--- config.mk ---
export PLATFORM = sky130hd
export DESIGN_NAME = mdio_master
export DESIGN_NICKNAME = d
export VERILOG_FILES = /design/src/rtl/mdio_pkg.sv /design/src/rtl/mdio_phase_timer.sv /design/src/rtl/mdio_capture.sv /design/src/rtl/mdio_frame_seq.sv /design/src/rtl/mdio_master.sv
export SDC_FILE = /design/constraint.sdc
export NUM_CORES = 1
export LEC_CHECK = 0
export BUFFER_PORTS_ARGS = -buffer_cell sky130_fd_sc_hd__buf_2
export CORE_UTILIZATION = 50
export DETAILED_ROUTE_END_ITERATION = 7
export PLACE_DENSITY = 0.83
export SLEW_MARGIN = 20
export SYNTH_ARGS = -nofsm -noshare
export SYNTH_HDL_FRONTEND = slang
export SYNTH_SLANG_ARGS = --single-unit
--- constraint.sdc ---
create_clock -name clk -period 2.5 [get_ports clk]
set_input_delay 0 -clock clk [delete_from_list [all_inputs] [get_ports clk]]
set_output_delay 0 -clock clk [all_outputs]
set_load 0.005 [all_outputs]
--- src/rtl/mdio_pkg.sv ---
package mdio_pkg;

  localparam int SLOTS   = 65;
  localparam int SW      = 7;
  localparam int S_START = 32;
  localparam int S_OP    = 34;
  localparam int S_REG   = 41;
  localparam int S_TA    = 46;
  localparam int S_DATA  = 48;
  localparam int S_IDLE  = SLOTS - 1;

  typedef logic [SW-1:0] slot_t;

  typedef struct packed {
    logic        rd;
    logic [4:0]  phy;
    logic [4:0]  rg;
    logic [15:0] wd;
  } mdio_req_t;

  // Returns {output enable, output value} for one bit slot.
  function automatic logic [1:0] slot_drive(slot_t s, mdio_req_t r);
    int i;
    i = int'(s);
    if (i < S_START)           return 2'b11;
    else if (i == S_START)     return 2'b10;
    else if (i == S_START + 1) return 2'b11;
    else if (i == S_OP)        return {1'b1, r.rd};
    else if (i == S_OP + 1)    return {1'b1, ~r.rd};
    else if (i < S_REG)        return {1'b1, r.phy[3'(S_REG - 1 - i)]};
    else if (i < S_TA)         return {1'b1, r.rg[3'(S_TA - 1 - i)]};
    else if (i < S_DATA)       return 2'b00;
    else if (i < S_IDLE)       return r.rd ? 2'b00 : {1'b1, r.wd[4'(S_IDLE - 1 - i)]};
    else                       return 2'b00;
  endfunction

endpackage

--- src/rtl/mdio_phase_timer.sv ---
module mdio_phase_timer #(
  parameter int HALF = 20
) (
  input  logic clk,
  input  logic rst_n,
  input  logic run,
  output logic phase_end
);
  localparam int CW = (HALF > 2) ? $clog2(HALF) : 1;

  logic [CW-1:0] cnt_q, cnt_n;

  assign phase_end = run && (cnt_q == CW'(HALF - 1));

  always_comb begin
    cnt_n = cnt_q;
    if (!run)           cnt_n = '0;
    else if (phase_end) cnt_n = '0;
    else                cnt_n = cnt_q + 1'b1;
  end

  always_ff @(posedge clk or negedge rst_n) begin
    if (!rst_n) cnt_q <= '0;
    else        cnt_q <= cnt_n;
  end

  // the phase counter never passes the half-period limit
  p_cnt_bound_r7: assert property (@(posedge clk) disable iff (!rst_n)
    cnt_q <= CW'(HALF - 1));

endmodule

--- src/rtl/mdio_capture.sv ---
module mdio_capture #(
  parameter int DW = 16
) (
  input  logic          clk,
  input  logic          rst_n,
  input  logic          sample,
  input  logic          mdi,
  input  logic          load,
  output logic [DW-1:0] rdata
);
  logic [DW-1:0] shift_q, rdata_q;

  always_ff @(posedge clk or negedge rst_n) begin
    if (!rst_n) begin
      shift_q <= '0;
      rdata_q <= '0;
    end else begin
      if (sample) shift_q <= {shift_q[DW-2:0], mdi};
      if (load)   rdata_q <= shift_q;
    end
  end

  assign rdata = rdata_q;

  // read data holds unless a completed read loads it
  p_rdata_hold_r9: assert property (@(posedge clk) disable iff (!rst_n)
    !load |=> $stable(rdata_q));

endmodule

--- src/rtl/mdio_frame_seq.sv ---
module mdio_frame_seq
  import mdio_pkg::*;
(
  input  logic      clk,
  input  logic      rst_n,
  input  logic      req_start,
  input  mdio_req_t req_in,
  input  logic      phase_end,
  output logic      busy,
  output logic      mdc,
  output logic      mdo,
  output logic      mdo_en,
  output logic      done,
  output logic      sample,
  output logic      load_rdata
);
  logic      busy_q, busy_n, hi_q, hi_n, done_q, done_n;
  logic      mdc_q, mdo_q, oe_q;
  slot_t     slot_q, slot_n;
  mdio_req_t cur_q, cur_n;
  logic [1:0] drv_n;
  logic      at_last, frame_end;

  assign at_last   = (slot_q == slot_t'(S_IDLE));
  assign frame_end = busy_q && hi_q && phase_end && at_last;

  always_comb begin
    busy_n = busy_q;
    hi_n   = hi_q;
    slot_n = slot_q;
    cur_n  = cur_q;
    done_n = 1'b0;
    if (!busy_q) begin
      if (req_start) begin
        busy_n = 1'b1;
        hi_n   = 1'b0;
        slot_n = '0;
        cur_n  = req_in;
      end
    end else if (phase_end) begin
      if (!hi_q) begin
        hi_n = 1'b1;
      end else if (at_last) begin
        busy_n = 1'b0;
        hi_n   = 1'b0;
        done_n = 1'b1;
      end else begin
        slot_n = slot_q + 1'b1;
        hi_n   = 1'b0;
      end
    end
    drv_n = busy_n ? slot_drive(slot_n, cur_n) : 2'b00;
  end

  always_ff @(posedge clk or negedge rst_n) begin
    if (!rst_n) begin
      busy_q <= 1'b0;
      hi_q   <= 1'b0;
      slot_q <= '0;
      cur_q  <= '0;
      done_q <= 1'b0;
      mdc_q  <= 1'b0;
      mdo_q  <= 1'b0;
      oe_q   <= 1'b0;
    end else begin
      busy_q <= busy_n;
      hi_q   <= hi_n;
      slot_q <= slot_n;
      cur_q  <= cur_n;
      done_q <= done_n;
      mdc_q  <= busy_n && hi_n;
      oe_q   <= drv_n[1];
      mdo_q  <= drv_n[0];
    end
  end

  assign sample     = busy_q && hi_q && phase_end && cur_q.rd &&
                      (slot_q >= slot_t'(S_DATA)) && (slot_q < slot_t'(S_IDLE));
  assign load_rdata = frame_end && cur_q.rd;
  assign busy       = busy_q;
  assign mdc        = mdc_q;
  assign mdo        = mdo_q;
  assign mdo_en     = oe_q;
  assign done       = done_q;

  // pins rest when no frame runs
  p_idle_pins_r6: assert property (@(posedge clk) disable iff (!rst_n)
    !busy_q |-> (!mdc_q && !oe_q && !mdo_q));

  // data pins stay put across a rising clock edge
  p_hold_on_rise_r7: assert property (@(posedge clk) disable iff (!rst_n)
    $rose(mdc_q) |-> ($stable(mdo_q) && $stable(oe_q)));

  // done lasts one cycle and comes as busy falls
  p_done_single_r9: assert property (@(posedge clk) disable iff (!rst_n)
    done_q |-> (!busy_q && $past(busy_q)) ##1 !done_q);

  // a start during a frame does not restart the slot count
  p_no_restart_r8: assert property (@(posedge clk) disable iff (!rst_n)
    (busy_q && req_start && !frame_end) |=>
      (busy_q && (slot_q == $past(slot_q) || slot_q == $past(slot_q) + 1'b1)));

endmodule

--- src/rtl/mdio_master.sv ---
module mdio_master
  import mdio_pkg::*;
#(
  parameter int MDC_HALF = 20
) (
  input  logic        clk,
  input  logic        rst_n,
  input  logic        req_start,
  input  logic        req_read,
  input  logic [4:0]  req_phy,
  input  logic [4:0]  req_reg,
  input  logic [15:0] req_wdata,
  output logic [15:0] rsp_rdata,
  output logic        rsp_done,
  output logic        busy,
  output logic        mdc,
  output logic        mdo,
  output logic        mdo_en,
  input  logic        mdi
);
  logic      rst_meta, rst_s;
  logic      phase_end, sample, load_rdata;
  mdio_req_t req;

  always_ff @(posedge clk or negedge rst_n) begin
    if (!rst_n) begin
      rst_meta <= 1'b0;
      rst_s    <= 1'b0;
    end else begin
      rst_meta <= 1'b1;
      rst_s    <= rst_meta;
    end
  end

  assign req = '{rd: req_read, phy: req_phy, rg: req_reg, wd: req_wdata};

  mdio_phase_timer #(.HALF(MDC_HALF)) u_timer (
    .clk       (clk),
    .rst_n     (rst_s),
    .run       (busy),
    .phase_end (phase_end)
  );

  mdio_frame_seq u_seq (
    .clk        (clk),
    .rst_n      (rst_s),
    .req_start  (req_start),
    .req_in     (req),
    .phase_end  (phase_end),
    .busy       (busy),
    .mdc        (mdc),
    .mdo        (mdo),
    .mdo_en     (mdo_en),
    .done       (rsp_done),
    .sample     (sample),
    .load_rdata (load_rdata)
  );

  mdio_capture #(.DW(16)) u_cap (
    .clk    (clk),
    .rst_n  (rst_s),
    .sample (sample),
    .mdi    (mdi),
    .load   (load_rdata),
    .rdata  (rsp_rdata)
  );

endmodule

# Word level (Yosys, flattened, before mapping)
# Index checks and enable logic that the tools add are counted.
# word_totals
ff_bits,79
in_bits,31
out_inout_bits,21
wordCells,89
# op_classes
addsub,5
n_lt_le_gt_ge,10
eq_ne,6
mux,42
bitwise,1
reduce_logical,9
# ops
op,n
$mux W27,2
$eq A7 B7 Y1 const B,5
$mux W7,5
$lt A7 B6 Y1 const B,4
$mux W2,11
$mux W1,19
$lt A7 B7 Y1 const B,2
$lt A3 B5 Y1 const B,2
$mux W5,2
$logic_and A1 B1 Y1,9
$add A7 B1 Y7 const B,1
$ge A7 B6 Y1 const B,1
$bmux W1 S3,2
$lt A4 B6 Y1 const B,1
$add A5 B1 Y5 const B,1
$eq A5 B5 Y1 const B,1
$bmux W1 S4,1
$sub A4 B4 Y4 const A,1
$sub A1 B3 Y3 const A,1
$sub A3 B3 Y3 const A,1
$not A1 Y1,1

# Logic depth before layout (Yosys ltp)
# Gate-level depths: netlist of run 1.
# logic_depth
ltp_word,20
ltp_mapped,12
mapped_depth_nobuf,12

# Hierarchy
# From an unflattened synthesis of run 1, not the netlist that was laid out.
# unflattened
cells_unflattened,364
area_unflattened_um2,3993.8
# modules_own_cells
mod,instances,cells_per_inst,area_each_um2,seq_area_each_um2
mdio_frame_seq,1,270,2387.3,1001.0
mdio_capture,1,68,1298.7,800.8
mdio_phase_timer,1,23,254.0,125.1
mdio_master,1,3,53.8,50.0

# Worst setup path after synthesis of run 1
# No wires, ideal clock.
# synth_path
kind,reg2reg
from,reg u_seq.slot_q[1]
to,"reg u_seq.mdo_q, in the netlist u_seq.mdo"
arrival_ns,2.482
required_ns,2.366
slack_ns,-0.115
stages_incl_launch_ff,12
period_less_slack_ns,2.615
cell_sequence,dfrtp_1 -> inv_1 -> ha_1 -> nand4bb_4 -> o2111ai_2 -> nand2_1 -> buf_2 -> ha_1 -> mux2_2 -> a32oi_1 -> a31o_2 -> a32oi_1
# synth_via
elab_chain_cells,20
# synth_rtl
element,line_no,source
from (decl),mdio_frame_seq.sv:19,"slot_t slot_q, slot_n;"
from (signal assigned),mdio_frame_seq.sv:68,slot_q <= slot_n;
$add A7 B1 Y7 / $eq A7 B7 Y1 (equally long branches),"mdio_frame_seq.sv:48, mdio_frame_seq.sv:24",
$mux W7 (*),mdio_frame_seq.sv:43,end else if (at_last) begin
$mux W7 (*),mdio_frame_seq.sv:41,if (!hi_q) begin
$mux W7 (*),mdio_frame_seq.sv:40,end else if (phase_end) begin
$mux W7 (*),mdio_frame_seq.sv:33,if (!busy_q) begin
net u_seq.slot_n[2],mdio_frame_seq.sv:19,
$sub A4 B4 Y4,mdio_pkg.sv:33,"else if (i < S_IDLE) return r.rd ? 2'b00 : {1'b1, r.wd[4'(S_IDLE - 1 - i)]};"
$bmux W1 S4,mdio_pkg.sv:33,
[... 6 more ...],--,
$mux W2,mdio_pkg.sv:30,"else if (i < S_REG) return {1'b1, r.phy[3'(S_REG - 1 - i)]};"
$mux W2,mdio_pkg.sv:29,"else if (i == S_OP + 1) return {1'b1, ~r.rd};"
$mux W2,mdio_pkg.sv:28,"else if (i == S_OP) return {1'b1, r.rd};"
$mux W2,mdio_pkg.sv:27,else if (i == S_START + 1) return 2'b11;
$mux W2,mdio_pkg.sv:26,else if (i == S_START) return 2'b10;
$mux W2 (*),mdio_pkg.sv:25,if (i < S_START) return 2'b11;
$mux W2 (*),mdio_frame_seq.sv:52,"drv_n = busy_n ? slot_drive(slot_n, cur_n) : 2'b00;"
net u_seq.drv_n[0],mdio_frame_seq.sv:21,logic [1:0] drv_n;
to (signal assigned),mdio_frame_seq.sv:73,mdo_q <= drv_n[0];
to (decl),mdio_frame_seq.sv:18,"logic mdc_q, mdo_q, oe_q;"
# Mark *: on every way through the listed nets, which the timed path passes. The rest lies on a longest branch. The select of a mux whose other input is x is not followed.
# A chain may end at the register's enable or synchronous reset.

# Final worst setup path of run 1
# layout_path
from,reg u_seq.slot_q[0]
to,"reg u_seq.mdo_q, in the netlist u_seq.mdo"
# layout_via
elab_chain_cells,20
# layout_rtl
element,line_no
$add A7 B1 Y7 / $eq A7 B7 Y1 (equally long branches),"mdio_frame_seq.sv:48, mdio_frame_seq.sv:24"
$mux W7,mdio_frame_seq.sv:43
$mux W7,mdio_frame_seq.sv:41
$mux W7,mdio_frame_seq.sv:40
$mux W7,mdio_frame_seq.sv:33
$sub A4 B4 Y4,mdio_pkg.sv:33
$bmux W1 S4,mdio_pkg.sv:33
$mux W1 (not written as such) (2 in series),mdio_pkg.sv:33
[... 4 more ...],--
$mux W2,mdio_pkg.sv:30
$mux W2,mdio_pkg.sv:29
$mux W2,mdio_pkg.sv:28
$mux W2,mdio_pkg.sv:27
$mux W2,mdio_pkg.sv:26
$mux W2,mdio_pkg.sv:25
$mux W2 (*),mdio_frame_seq.sv:52
net u_seq.drv_n[0],mdio_frame_seq.sv:21
# Marks and branches as above.

==> run summary, run 1 <==
The run finished with clean final reports. The routed layout has 3027 vias. The critical path goes through ha_1, nand3_1, o211ai_4, nand2_4, ha_4, mux2_2, a32oi_1, a31o_2, a32oi_1. The mean instance size in the synthesized netlist is 11.7 um^2. The commonest register cell after synthesis is sky130_fd_sc_hd__dfrtp_1. Among cell families on the critical path, the largest total delay comes from compound AO/OA/AOI/OAI gates.

The number of nets in the synthesized netlist came out at 361. The TritonCTS sink count is 79. The fmax came out at 416 MHz.

The post-synthesis to final-layout area growth is 31.3%. The post-route clock skew is 0.0101 ns. The worst setup path is of the reg2reg kind.

The length of the first detailed-routing pass in iterations is 4. Counting cells, the worst reg-to-reg path comes to 9. The final net count came out at 481. The highest net fanout along the worst path is 5. The final-report setup violation count is 0. The number of enable-type register cells in the synthesized netlist is 0.

In this design, the stage delay of the slowest critical-path cell is 0.42 ns. After synthesis the cells add up to 0.00380 mm^2. The H-tree generated during clock tree synthesis spans 3 levels.

The via count of the first global-routing pass is 3098. The effective utilization at floorplan is 52.1%. The number of slew-limit violations in the final report came out at 0. The slew at the pin closest to its max-slew limit came out at 0.715 ns. The count of buffer and inverter cells on the critical path is 0. The detailed-route vias per instance is 5.52.

The startpoint type of the worst setup path is a register. The required time at the worst-slack endpoint is 2.74 ns. The initial antenna violation count is 0. Leaving out filler cells and counting taps, the final layout contains 548. The count of routing violations after the opening detailed-route iteration is 248. The worst setup path is captured at a register. Summing internal, switching and leakage power gives 3.82 mW. Setup repair after global routing left no endpoint under its margin. The worst-skew pair later-pin latency is 0.36 ns. Buffers placed on the I/O ports in this run total 51. The core region area is 0.00729 mm^2. The post-detailed-placement half-perimeter wirelength is 6620 um.

The final weighted congestion in routability-driven placement came out at 0.962. The synthesized instance count is 324. The hold-critical path depth is 4. The total of warnings raised by yosys is 0. The area enclosed by the die boundary came out at 0.00795 mm^2. The remaining global-route overflow came out at 0. The detail route stage leaves a number of antenna-violating nets equal to 0. The path class of the lowest-slack min-delay path is in2reg.

The detail-routed net length per standard cell is 16.6 um. The maximum vdd drop is 0.000475 V. The final number of hold-violating endpoints was 0.

The worst max-slew margin expressed relative to the limit came out at 52.1%. The filler cell count in the final layout came out at 549. The number of antenna diodes in the final layout is 0. The number of distinct library cell variants in the gate-level netlist after synthesis is 68. The root buffer cell chosen for the clock tree is sky130_fd_sc_hd__clkbuf_8.

The total length of routed wires came out at 9100 um. The TritonCTS buffer count came out at 9. The cell total after placement came out at 494. The slowest stage of the critical path belongs to the cell sky130_fd_sc_hd__dfrtp_1.

The wire length of the first global-routing pass came out at 14700 um. The floorplan has 31 rows. The max-cap violation count is 0. The standby leakage power came out at 2.43 nW.

The number of gates on the worst path with buffers counted is 9. The post-route DRC violation count is 0. The final critical path takes up 96.1% of the cycle. The top-level port count is 52. Measured along the y axis, the die boundary spans 89.2 um. The total power per unit cell area is 766 mW/mm^2. Global routing consumed, over all layers together, 24.9% of the routing resources.

The share of synthesized flip-flops with an asynchronous set or reset is 100%. The share of layout cells above drive strength 1 came out at 42.1%. After clock tree synthesis, the clock-pin slew on the worst setup and hold paths is 0.09 ns. The flip-flop and latch count after synthesis is 79.

The part of the Yosys area used for sequential elements came out at 52.0%. The deepest clock path buffer count is 2. The horizontal extent of the die is 89.2 um. The pin count of the biggest net entering global routing is 25.

The clock period minus final worst setup slack is 2.40 ns. Counting stages on the worst path, the most repeated cell is sky130_fd_sc_hd__a32oi_1. For the worst setup path, the data arrival time is 2.64 ns. TritonCTS built the clock tree.
==> through the flow <==
stage / hold WS, ns / TNS (ns) / cell area (um^2) / util [%] / worst slack, ns
2_1_floorplan: -0.296 / -0.0249 / 3830 / - / -0.0249
3_3_place_gp: -0.216 / 0 / 4380 / 60.0 / 0.0577
3_5_place_dp: -0.213 / -0.0718 / 4380 / 60.0 / -0.0718
4_1_cts: 0.0425 / 0 / 4870 / 66.8 / 0.0367
5_1_grt: 0.0957 / 0 / 4990 / 68.4 / 0.00498
6_report: 0.0724 / 0 / 4990 / 68.4 / 0.0983
==> cell usage in the layout, fill, tap and decap left out, types with 3 or more instances in the layout <==
master                          count
sky130_fd_sc_hd__buf_4             40
sky130_fd_sc_hd__dlygate4sd3_1     29
sky130_fd_sc_hd__ha_1               3
sky130_fd_sc_hd__nor4_1             4
sky130_fd_sc_hd__nor3_1             3
sky130_fd_sc_hd__clkbuf_8          10
sky130_fd_sc_hd__mux2_2            45
sky130_fd_sc_hd__or2_1              3
sky130_fd_sc_hd__inv_1              9
sky130_fd_sc_hd__mux2i_1            3
sky130_fd_sc_hd__nand4_1            3
sky130_fd_sc_hd__nor2_1            11
sky130_fd_sc_hd__nand3_1            8
sky130_fd_sc_hd__a31oi_1            3
sky130_fd_sc_hd__a21oi_1           10
sky130_fd_sc_hd__inv_6              3
sky130_fd_sc_hd__a21o_1             7
sky130_fd_sc_hd__o2111ai_1          3
sky130_fd_sc_hd__a32oi_1            3
sky130_fd_sc_hd__buf_2             51
sky130_fd_sc_hd__nand2_1           49
sky130_fd_sc_hd__o211ai_1           3
sky130_fd_sc_hd__dfrtp_1           77
==> worst reg2reg max path: stages (launching register included) <==
cell                       delay (ns)
sky130_fd_sc_hd__dfrtp_1         0.42
sky130_fd_sc_hd__ha_1            0.28
sky130_fd_sc_hd__nand3_1         0.19
sky130_fd_sc_hd__o211ai_4        0.25
sky130_fd_sc_hd__nand2_4         0.10
sky130_fd_sc_hd__ha_4            0.29
sky130_fd_sc_hd__mux2_2          0.32
sky130_fd_sc_hd__a32oi_1         0.19
sky130_fd_sc_hd__a31o_2          0.16
sky130_fd_sc_hd__a32oi_1         0.08
==> routing by layer <==
layer | GRT usage, % | wire [um]
met2 | 41.8 | 4490
met1 | 31.1 | 4010
met3 | 5.63 | 408
met4 | 10.7 | 198
met5 | 0 | 0
==> synthesized netlist by cell type (2+ instances only) <==
library cell / n / area [um^2]
sky130_fd_sc_hd__dfrtp_1: 79 / 1980
sky130_fd_sc_hd__nand2_1: 51 / 191
sky130_fd_sc_hd__mux2_2: 45 / 507
sky130_fd_sc_hd__nor2_1: 12 / 45.0
sky130_fd_sc_hd__a21oi_1: 10 / 50.1
sky130_fd_sc_hd__inv_1: 10 / 37.5
sky130_fd_sc_hd__nand3_1: 8 / 40.0
sky130_fd_sc_hd__a21o_1: 7 / 52.6
sky130_fd_sc_hd__buf_2: 7 / 35.0
sky130_fd_sc_hd__ha_1: 6 / 75.1
sky130_fd_sc_hd__nor4_1: 4 / 25.0
sky130_fd_sc_hd__a31oi_1: 3 / 18.8
sky130_fd_sc_hd__a32oi_1: 3 / 26.3
sky130_fd_sc_hd__mux2i_1: 3 / 30.0
sky130_fd_sc_hd__nand4_1: 3 / 18.8
sky130_fd_sc_hd__nor2b_1: 3 / 18.8
sky130_fd_sc_hd__nor3_1: 3 / 15.0
sky130_fd_sc_hd__o2111ai_1: 3 / 26.3
sky130_fd_sc_hd__o211ai_1: 3 / 22.5
sky130_fd_sc_hd__or2_1: 3 / 18.8
sky130_fd_sc_hd__a22oi_1: 2 / 15.0
sky130_fd_sc_hd__and2_1: 2 / 12.5
sky130_fd_sc_hd__and3_1: 2 / 12.5
sky130_fd_sc_hd__buf_4: 2 / 15.0
sky130_fd_sc_hd__buf_6: 2 / 22.5
sky130_fd_sc_hd__o21ai_0: 2 / 10.0
sky130_fd_sc_hd__o31a_1: 2 / 17.5
sky130_fd_sc_hd__o31ai_1: 2 / 15.0
sky130_fd_sc_hd__or3_1: 2 / 12.5
sky130_fd_sc_hd__xnor2_1: 2 / 17.5
==> flip-flops by register name, summed over array words and instances (netlist names) <==
name / cells
u_seq.cur_q: 27
u_cap.rdata: 16
u_cap.shift_q: 16
u_seq.slot_q: 7
u_timer.cnt_q: 5
rst_meta: 1
rst_s: 1
u_seq.busy: 1
u_seq.done: 1
u_seq.hi_q: 1
u_seq.mdc: 1
u_seq.mdo: 1
u_seq.mdo_en: 1
==> cell families after synthesis <==
| kind of cell | share of synthesized area [%] |
|---|---|
| muxes | 15.2 |
| buffers and inverters | 3.59 |
| xor gates and xnor gates | 0.692 |
| adders and majority gates | 1.98 |
| other | 0.0987 |
| AOI/OAI and AO/OA | 12.3 |
| DFF | 52.0 |
| and+or+nand+nor | 14.2 |
==> power by group <==
| group | internal, mW | switching, mW | leakage (nW) | total [mW] |
|---|---|---|---|---|
| combinational | 0.659 | 0.724 | 1.32 | 1.38 |
| sequential | 1.41 | 0.107 | 1.02 | 1.52 |
| clock | 0.404 | 0.522 | 0.0914 | 0.925 |
| total | 2.47 | 1.35 | 2.43 | 3.82 |
==> final cells by class <==
cell class | count | area (um^2) | share of cell area (%)
Clock inverter | 6 | 52.6 | 1.05
Clock buffer | 10 | 138 | 2.76
Multi-Input combinational cell | 220 | 1770 | 35.5
Tap cell | 99 | 124 | 2.48
Inverter | 12 | 55.1 | 1.10
Timing Repair Buffer | 122 | 868 | 17.4
Sequential cell | 79 | 1980 | 39.7
==> worst paths after layout <==
kind | from | endpoint | slack (ns)
hold / removal | req_read | u_seq.cur_q[26]$_DFF_PN0_ | 0.07
setup / recovery | u_seq.slot_q[0]$_DFF_PN0_ | u_seq.mdo$_DFF_PN0_ | 0.1
setup reg to reg | u_seq.slot_q[0]$_DFF_PN0_ | u_seq.mdo$_DFF_PN0_ | 0.1
max in group asynchronous | rst_s$_DFF_PN0_ | u_seq.cur_q[10]$_DFF_PN0_ | 1.55
min in group asynchronous | rst_s$_DFF_PN0_ | u_cap.shift_q[0]$_DFFE_PN0P_ | 0.24
hold reg to reg | rst_s$_DFF_PN0_ | u_cap.shift_q[0]$_DFFE_PN0P_ | 0.24
==> what timing repair did <==
| action | 4_1_cts | 5_1_grt |
|---|---|---|
| endpoints found under the setup margin | 1 | 2 |
| buffers inserted | 2 | 7 |
| endpoints found under the hold margin | 29 | 0 |
| hold buffers | 29 | 0 |
| pin swaps | 0 | 4 |
| resized for setup | 2 | 12 |
| cloned | 0 | 0 |
Note: power is estimated with default switching activity, not from simulation.
==> run 2, diff against run 1 <==
- CORE_ASPECT_RATIO: default -> 0.6
==> run summary, run 2 (same netlist as run 1, synthesis figures left out) <==
The run finished, with violations left. The count of routing violations after the opening detailed-route iteration is 176. Setup violations remaining at the end of the flow were counted as 1. The initial antenna violation count came out at 0. The delay of the slowest cell on the worst path is 0.38 ns. The TritonCTS buffer count came out at 9.

The register with the most flip-flops in the layout has 27 of them. TritonCTS built the clock tree. For the final database, setup skew stands at 0.00881 ns. By instance count, the cell type seen most on the critical path is sky130_fd_sc_hd__buf_4.

The total number of H-tree levels came out at 3. The clock transition at the registers of the reported paths is 0.06 ns. The root buffer selected by CTS is sky130_fd_sc_hd__clkbuf_16. The final worst-path setup slack came out at -0.0475 ns. The register bank with the most flops is u_seq.cur_q. Power spread over the standard cell area amounts to 798 mW/mm^2.

The final clock period utilization by the worst path came out at 102%. The path type of the worst setup path is reg2reg. The count of buffer and inverter cells on the critical path is 3. After filler insertion, the fill cell instance count of the layout stands at 498. The vias after detailed routing came out at 2972. Setup repair after global routing could not meet its margin everywhere.

The wire length of the first global-routing pass came out at 15100 um. The total length of routed wires came out at 9530 um. The post-detailed-placement half-perimeter wirelength came out at 6370 um. The area enclosed by the die boundary is 0.00796 mm^2. Before antenna repair, the detailed router went through 4 iterations.

The core region area came out at 0.00730 mm^2. The library cell used most frequently in the layout, excluding fill and tap cells, is sky130_fd_sc_hd__dfrtp_1. Among cell families on the critical path, the largest total delay comes from simple AND/OR/NAND/NOR gates. The effective utilization at floorplan is 52.1%. The total overflow left after global routing is 0.

The total non-filler cell area in the finished layout is 0.00511 mm^2. In this run the top signal layer used is met4. The horizontal extent of the die is 115 um. Across all register-to-register paths, the minimum setup slack is -0.05 ns. Summing all multi-input logic gate instances after layout gives 0.00181 mm^2. The global-route usage over all layers came out at 25.5%. The worst-skew pair later-pin latency came out at 0.34 ns. The via count of the first global-routing pass is 3037. The deepest clock path buffer count is 2. Max-cap violations in this run came to 0. The most critical setup path has its endpoint at u_seq.mdo$_DFF_PN0_. For the worst setup path, the data required time is 2.75 ns.

The share of layout cells above drive strength 1 came out at 42.5%. The worst hold path belongs to the class in2reg. Walking the worst path, the cells encountered are ha_2, nand4bb_1, buf_4, buf_4, nor3_4, mux2i_2, buf_4, nand2_1, nor2_2, nand3_1, a32oi_1. Once layout is complete, the utilization of the core stands at 70.1%.

The highest net fanout along the worst path is 5. The clock period minus final worst setup slack is 2.55 ns. The total area of sequential cells is 0.00198 mm^2. The detail-routed net length per standard cell came out at 17.4 um. The final weighted congestion in routability-driven placement is 0.905. The count of cells along the worst register-to-register path came out at 11.

Timing analysis after detailed placement gives a worst setup slack of -0.0761 ns. The area of placed instances is 0.00435 mm^2. Buffers placed on the I/O ports in this run total 51. After detailed routing, the met3 layer carries 484 um of wire. STA classifies the critical path startpoint as a register.

Entering global routing, the biggest net connects 40 pins. The endpoint identified for the worst register-to-register timing path is u_seq.mdo$_DFF_PN0_. Across the VDD grid, the largest voltage drop is 0.000468 V. In this run the tightest slew margin relative to its limit is 57.4%.

For this block, wires on met1 add up to 4550 um. Counting buffers and inverters, the worst setup path is 11 cells deep. The row count came out at 24. The slew at the pin closest to its max-slew limit came out at 0.639 ns. The start of the worst register-to-register path is u_timer.cnt_q[0]$_DFF_PN0_.

The top-level port count is 52. The final reports fail on negative setup slack. In this run the worst setup path begins at u_timer.cnt_q[0]$_DFF_PN0_. The wire length on met2 is 4360 um.

The final number of hold-violating endpoints is 0. STA classifies the critical path endpoint as a register. The chip height is 69.5 um. The worst-path cell with the longest stage delay is sky130_fd_sc_hd__dfrtp_1. The post-route DRC violation count is 0. For the worst setup path, the data arrival time is 2.80 ns. The fmax is 393 MHz. The TritonCTS sink count is 79.

The detail route stage leaves a number of antenna-violating nets equal to 0. The repair_antennas step left the layout with diodes totalling 0. The standby leakage power came out at 2.48 nW.

The number of slew-limit violations in the final report came out at 0. The final net count is 477. In the layout the commonest cells are 77 x sky130_fd_sc_hd__dfrtp_1, 51 x sky130_fd_sc_hd__buf_2, 50 x sky130_fd_sc_hd__nand2_1. Using the TritonRoute via totals, the vias-per-cell ratio works out to 5.41. Relative to the synthesized area, the layout overhead comes to 34.6%.
-- run 2: cell types whose count changed in the layout (fill, tap and decap cells not counted), moves of 2 or more --
cell and delta:
sky130_fd_sc_hd__clkbuf_16 +9, sky130_fd_sc_hd__clkbuf_1 +2, sky130_fd_sc_hd__clkinv_2 +2, sky130_fd_sc_hd__nor2_1 -2
sky130_fd_sc_hd__nor4_1 -3, sky130_fd_sc_hd__inv_6 -2, sky130_fd_sc_hd__buf_4 -7, sky130_fd_sc_hd__nor4_2 +2
sky130_fd_sc_hd__clkbuf_8 -8
-- run 2: report_power, final --
group | internal (mW) | leakage [nW] | switching [mW] | total (mW)
sequential | 1.41 | 1.02 | 0.132 | 1.54
clock | 0.723 | 0.136 | 0.484 | 1.21
combinational | 0.616 | 1.33 | 0.711 | 1.33
total | 2.75 | 2.48 | 1.33 | 4.08
-- run 2: worst min-delay path by stage --
stage | end | slack [ns] | cells past startpoint | from
4_1_cts | u_seq.hi_q$_DFF_PN0_ | 0.13 | 4 | req_start
3_3_place_gp | rst_meta$_DFF_PN0_ | -0.21 | 1 | rst_n
2_1_floorplan | rst_meta$_DFF_PN0_ | -0.30 | 0 | rst_n
6_report | u_seq.hi_q$_DFF_PN0_ | 0.14 | 4 | req_start
3_5_place_dp | rst_meta$_DFF_PN0_ | -0.21 | 1 | rst_n
5_1_grt | u_seq.hi_q$_DFF_PN0_ | 0.15 | 4 | req_start
-- run 2: routing by layer --
metal	GRT usage, %	up-vias
met1	35.5	1477
met2	38.2	88
met5	0	-
met4	7.79	0
met3	8.22	8
li1	-	1399
-- run 2: cell type report --
type / count / area share (%)
inverters: 12 / 1.08
well taps: 104 / 2.54
clock inverters: 3 / 0.343
flip-flops and latches: 79 / 38.7
clock buffers: 13 / 5.09
multi-input cells: 220 / 35.5
repair buffers: 118 / 16.8
-- run 2: per-stage QoR --
| stage | total power [mW] | hold WS [ns] | cells | setup TNS [ns] |
|---|---|---|---|---|
| 2_1_floorplan | 2.33 | -0.296 | 324 | -0.0249 |
| 3_3_place_gp | 2.63 | -0.213 | 493 | 0 |
| 3_5_place_dp | 2.67 | -0.210 | 493 | -0.0761 |
| 4_1_cts | 3.94 | 0.129 | 542 | 0 |
| 5_1_grt | 4.28 | 0.153 | 549 | -0.173 |
| 6_report | 4.08 | 0.135 | 549 | -0.0475 |
-- run 2: timing repair --
action,4_1_cts,5_1_grt
setup buffers,3,7
gates resized for setup,2,23
pin swaps,1,14
hold endpoints to repair,30,0
hold buffers,30,0
cloned,0,0
setup endpoints to repair,1,2
-- run 2: worst reg2reg max path: stages, from the launching register on --
cell and delay [ns]:
sky130_fd_sc_hd__dfrtp_1 0.38, sky130_fd_sc_hd__ha_2 0.22, sky130_fd_sc_hd__nand4bb_1 0.19, sky130_fd_sc_hd__buf_4 0.20, sky130_fd_sc_hd__buf_4 0.16, sky130_fd_sc_hd__nor3_4 0.19, sky130_fd_sc_hd__mux2i_2 0.35, sky130_fd_sc_hd__buf_4 0.22
sky130_fd_sc_hd__nand2_1 0.09, sky130_fd_sc_hd__nor2_2 0.13, sky130_fd_sc_hd__nand3_1 0.12, sky130_fd_sc_hd__a32oi_1 0.22
==> run 3, diff against run 2 <==
- CORE_ASPECT_RATIO: 0.6 -> 0.9
- MAX_ROUTING_LAYER: default -> met4
==> run summary, run 3 (same netlist as run 1, synthesis figures left out) <==
The number of flip-flops in the largest register is 27. In the final design database the tool counted 466 nets. The run finished with clean final reports. In the final layout, the multi-input gates occupy 0.00180 mm^2.

The chip height came out at 84.7 um. The global-route usage over all layers is 23.9%. The initial antenna violation count came out at 0. The clock period minus final worst setup slack is 2.42 ns.

The total number of H-tree levels is 3. The library cells used most frequently in the layout, excluding fill and tap cells, are 77 x sky130_fd_sc_hd__dfrtp_1, 51 x sky130_fd_sc_hd__buf_2, 49 x sky130_fd_sc_hd__nand2_1. The area enclosed by the die boundary came out at 0.00795 mm^2.

The delay of the slowest cell on the worst path came out at 0.43 ns. The slowest stage of the critical path is the sky130_fd_sc_hd__dfrtp_1 cell. The start of the worst register-to-register path is u_seq.slot_q[0]$_DFF_PN0_. The core region area came out at 0.00718 mm^2. The data arrival time at the worst-slack endpoint came out at 2.65 ns.

For this design the top-level I/O count stands at 52. The length of the first detailed-routing pass in iterations came out at 4. The detail-routed net length per standard cell is 16.2 um. The path type of the worst setup path is reg2reg. The via count of the first global-routing pass is 2886.

The count of cells along the worst register-to-register path is 10. Counting instances, the worst hold path has a depth of 4. The horizontal extent of the die is 93.9 um. The count of buffer and inverter cells on the critical path is 1. The final-report setup violation count came out at 0. The total length of routed wires is 8550 um.

The detailed-route vias per instance is 5.45. The total area of sequential cells came out at 0.00198 mm^2. The worst-skew pair later-pin latency came out at 0.36 ns. Leaving out fill and tap cells, the most frequent cell in the layout is sky130_fd_sc_hd__dfrtp_1.

The fmax is 413 MHz. The TritonCTS sink count is 79. The signal on the critical path passes through inv_2, ha_4, nand4bb_4, o2111ai_4, nand2_4, ha_4, mux2_2, a32oi_2, a31o_2, a32oi_1. The number of antenna cells inserted is 0.

The startpoint identified for the worst hold timing path is req_start. The analysis attributes to cell leakage a power of 2.36 nW. The endpoint identified for the worst register-to-register timing path is u_seq.mdo$_DFF_PN0_. The number of clock buffers added by TritonCTS is 9.

u_seq.cur_q holds more flip-flops than any other register. The slew at the pin closest to its max-slew limit is 0.800 ns. The floorplan has 29 rows. The number of antenna-violating nets in the routed design came out at 0.

The total overflow left after global routing is 0. The total power per unit cell area is 770 mW/mm^2. TritonCTS built the clock tree. The root buffer selected by CTS is sky130_fd_sc_hd__clkbuf_8. The initial utilization of the core area, before any placement, comes to 52.9%.

The worst setup path is captured at a register. The final number of hold-violating endpoints is 0. The post-placement setup slack came out at -0.0210 ns.

The required time at the worst-slack endpoint is 2.73 ns. The post-route clock skew is 0.00942 ns. At the end of the flow the core is filled with cells to 68.2%. Counting stages on the worst path, the most repeated cell is sky130_fd_sc_hd__ha_4. The post-synthesis to final-layout area growth is 29.0%. The number of slew-limit violations in the final report was 0.

The worst hold path terminates at u_seq.hi_q$_DFF_PN0_. STA classifies the critical path startpoint as a register. Cells with a size suffix above 1 make up 41.5% of the layout.

The worst max-slew margin expressed relative to the limit came out at 46.7%. The worst-case IR drop observed on VDD is 0.000370 V. The count of routing violations after the opening detailed-route iteration is 154. The kind of cell with the highest combined delay on the critical path is compound AO/OA/AOI/OAI gates. In the finished design, the share of the clock period the worst path needs comes to 96.8%. The worst reg-to-reg setup slack came out at 0.08 ns. The highest net fanout along the worst path is 4. The deepest clock path buffer count is 2.

The clock transition at the registers of the reported paths is 0.08 ns. The vias after detailed routing is 2870. The first global-routing pass estimated 13900 um of wire. The path class of the lowest-slack min-delay path is in2reg.

The final worst-path setup slack is 0.0804 ns. The final weighted congestion in routability-driven placement is 0.909. The post-detailed-placement half-perimeter wirelength came out at 6000 um. Max-cap violations in this run came to 0. The count of input and output buffers came out at 51. The filler cell count in the final layout is 536. The pin count of the biggest net entering global routing came out at 40. The post-route DRC violation count is 0.
-- run 3: final cells by class --
cell class / instances / share of cell area [%]
flip-flops and latches: 79 / 40.4
multi-input cells: 220 / 36.7
inverters: 12 / 1.12
repair buffers: 107 / 15.3
well taps: 93 / 2.37
clock inverters: 7 / 1.61
clock buffers: 9 / 2.53
-- run 3: tightest hold or removal path, cell delays in order --
cell and delay, ns:
sky130_fd_sc_hd__buf_2 0.11, sky130_fd_sc_hd__nor2_1 0.07, sky130_fd_sc_hd__nor2b_1 0.11, sky130_fd_sc_hd__a21oi_1 0.08
-- run 3: worst max path at each step --
stage	cells after the start	slack, ns	from	to
after detailed placement	9	-0.02	u_timer.cnt_q[0]$_DFF_PN0_	u_seq.mdo$_DFF_PN0_
after global routing	11	-0.03	u_seq.slot_q[0]$_DFF_PN0_	u_seq.mdo$_DFF_PN0_
after floorplan	11	-0.02	u_seq.slot_q[1]$_DFF_PN0_	u_seq.mdo$_DFF_PN0_
after global placement	10	0.08	u_seq.slot_q[0]$_DFF_PN0_	u_seq.mdo$_DFF_PN0_
after CTS	9	0.01	u_timer.cnt_q[0]$_DFF_PN0_	u_seq.mdo$_DFF_PN0_
final	10	0.08	u_seq.slot_q[0]$_DFF_PN0_	u_seq.mdo$_DFF_PN0_
-- run 3: what timing repair did --
action,4_1_cts,5_1_grt
gates resized for setup,4,14
gates cloned,0,0
pin swaps,0,2
setup endpoints to repair,2,2
setup buffers,0,2
hold endpoints to repair,29,0
hold buffers,29,0
-- run 3: through the flow --
stage	cells	hold WS, ns	total power, mW	setup TNS (ns)	cell area (um^2)
detailed placement	480	-0.214	2.66	-0.0210	4310
finish	527	0.0497	3.77	0	4900
global route	527	0.0600	3.98	-0.0327	4900
CTS	525	0.0297	3.69	0	4830
global placement	480	-0.214	2.63	0	4310
floorplan	324	-0.296	2.33	-0.0249	3830
-- run 3: per-layer routing --
layer,vias to the layer above,wire length (um),GRT usage [%],part of all wire [%]
li1,1366,-,-,-
met1,1398,3860,30.9,45
met2,90,4040,37.3,47
met3,16,465,4.98,5.4
met4,0,177,8.67,2.1
met5,-,0,-,0
-- run 3: power breakdown --
group / internal [mW] / total, mW / switching (mW) / leakage, nW
Sequential: 1.41 / 1.54 / 0.129 / 1.02
Clock: 0.471 / 0.958 / 0.487 / 0.0929
Combinational: 0.591 / 1.28 / 0.687 / 1.25
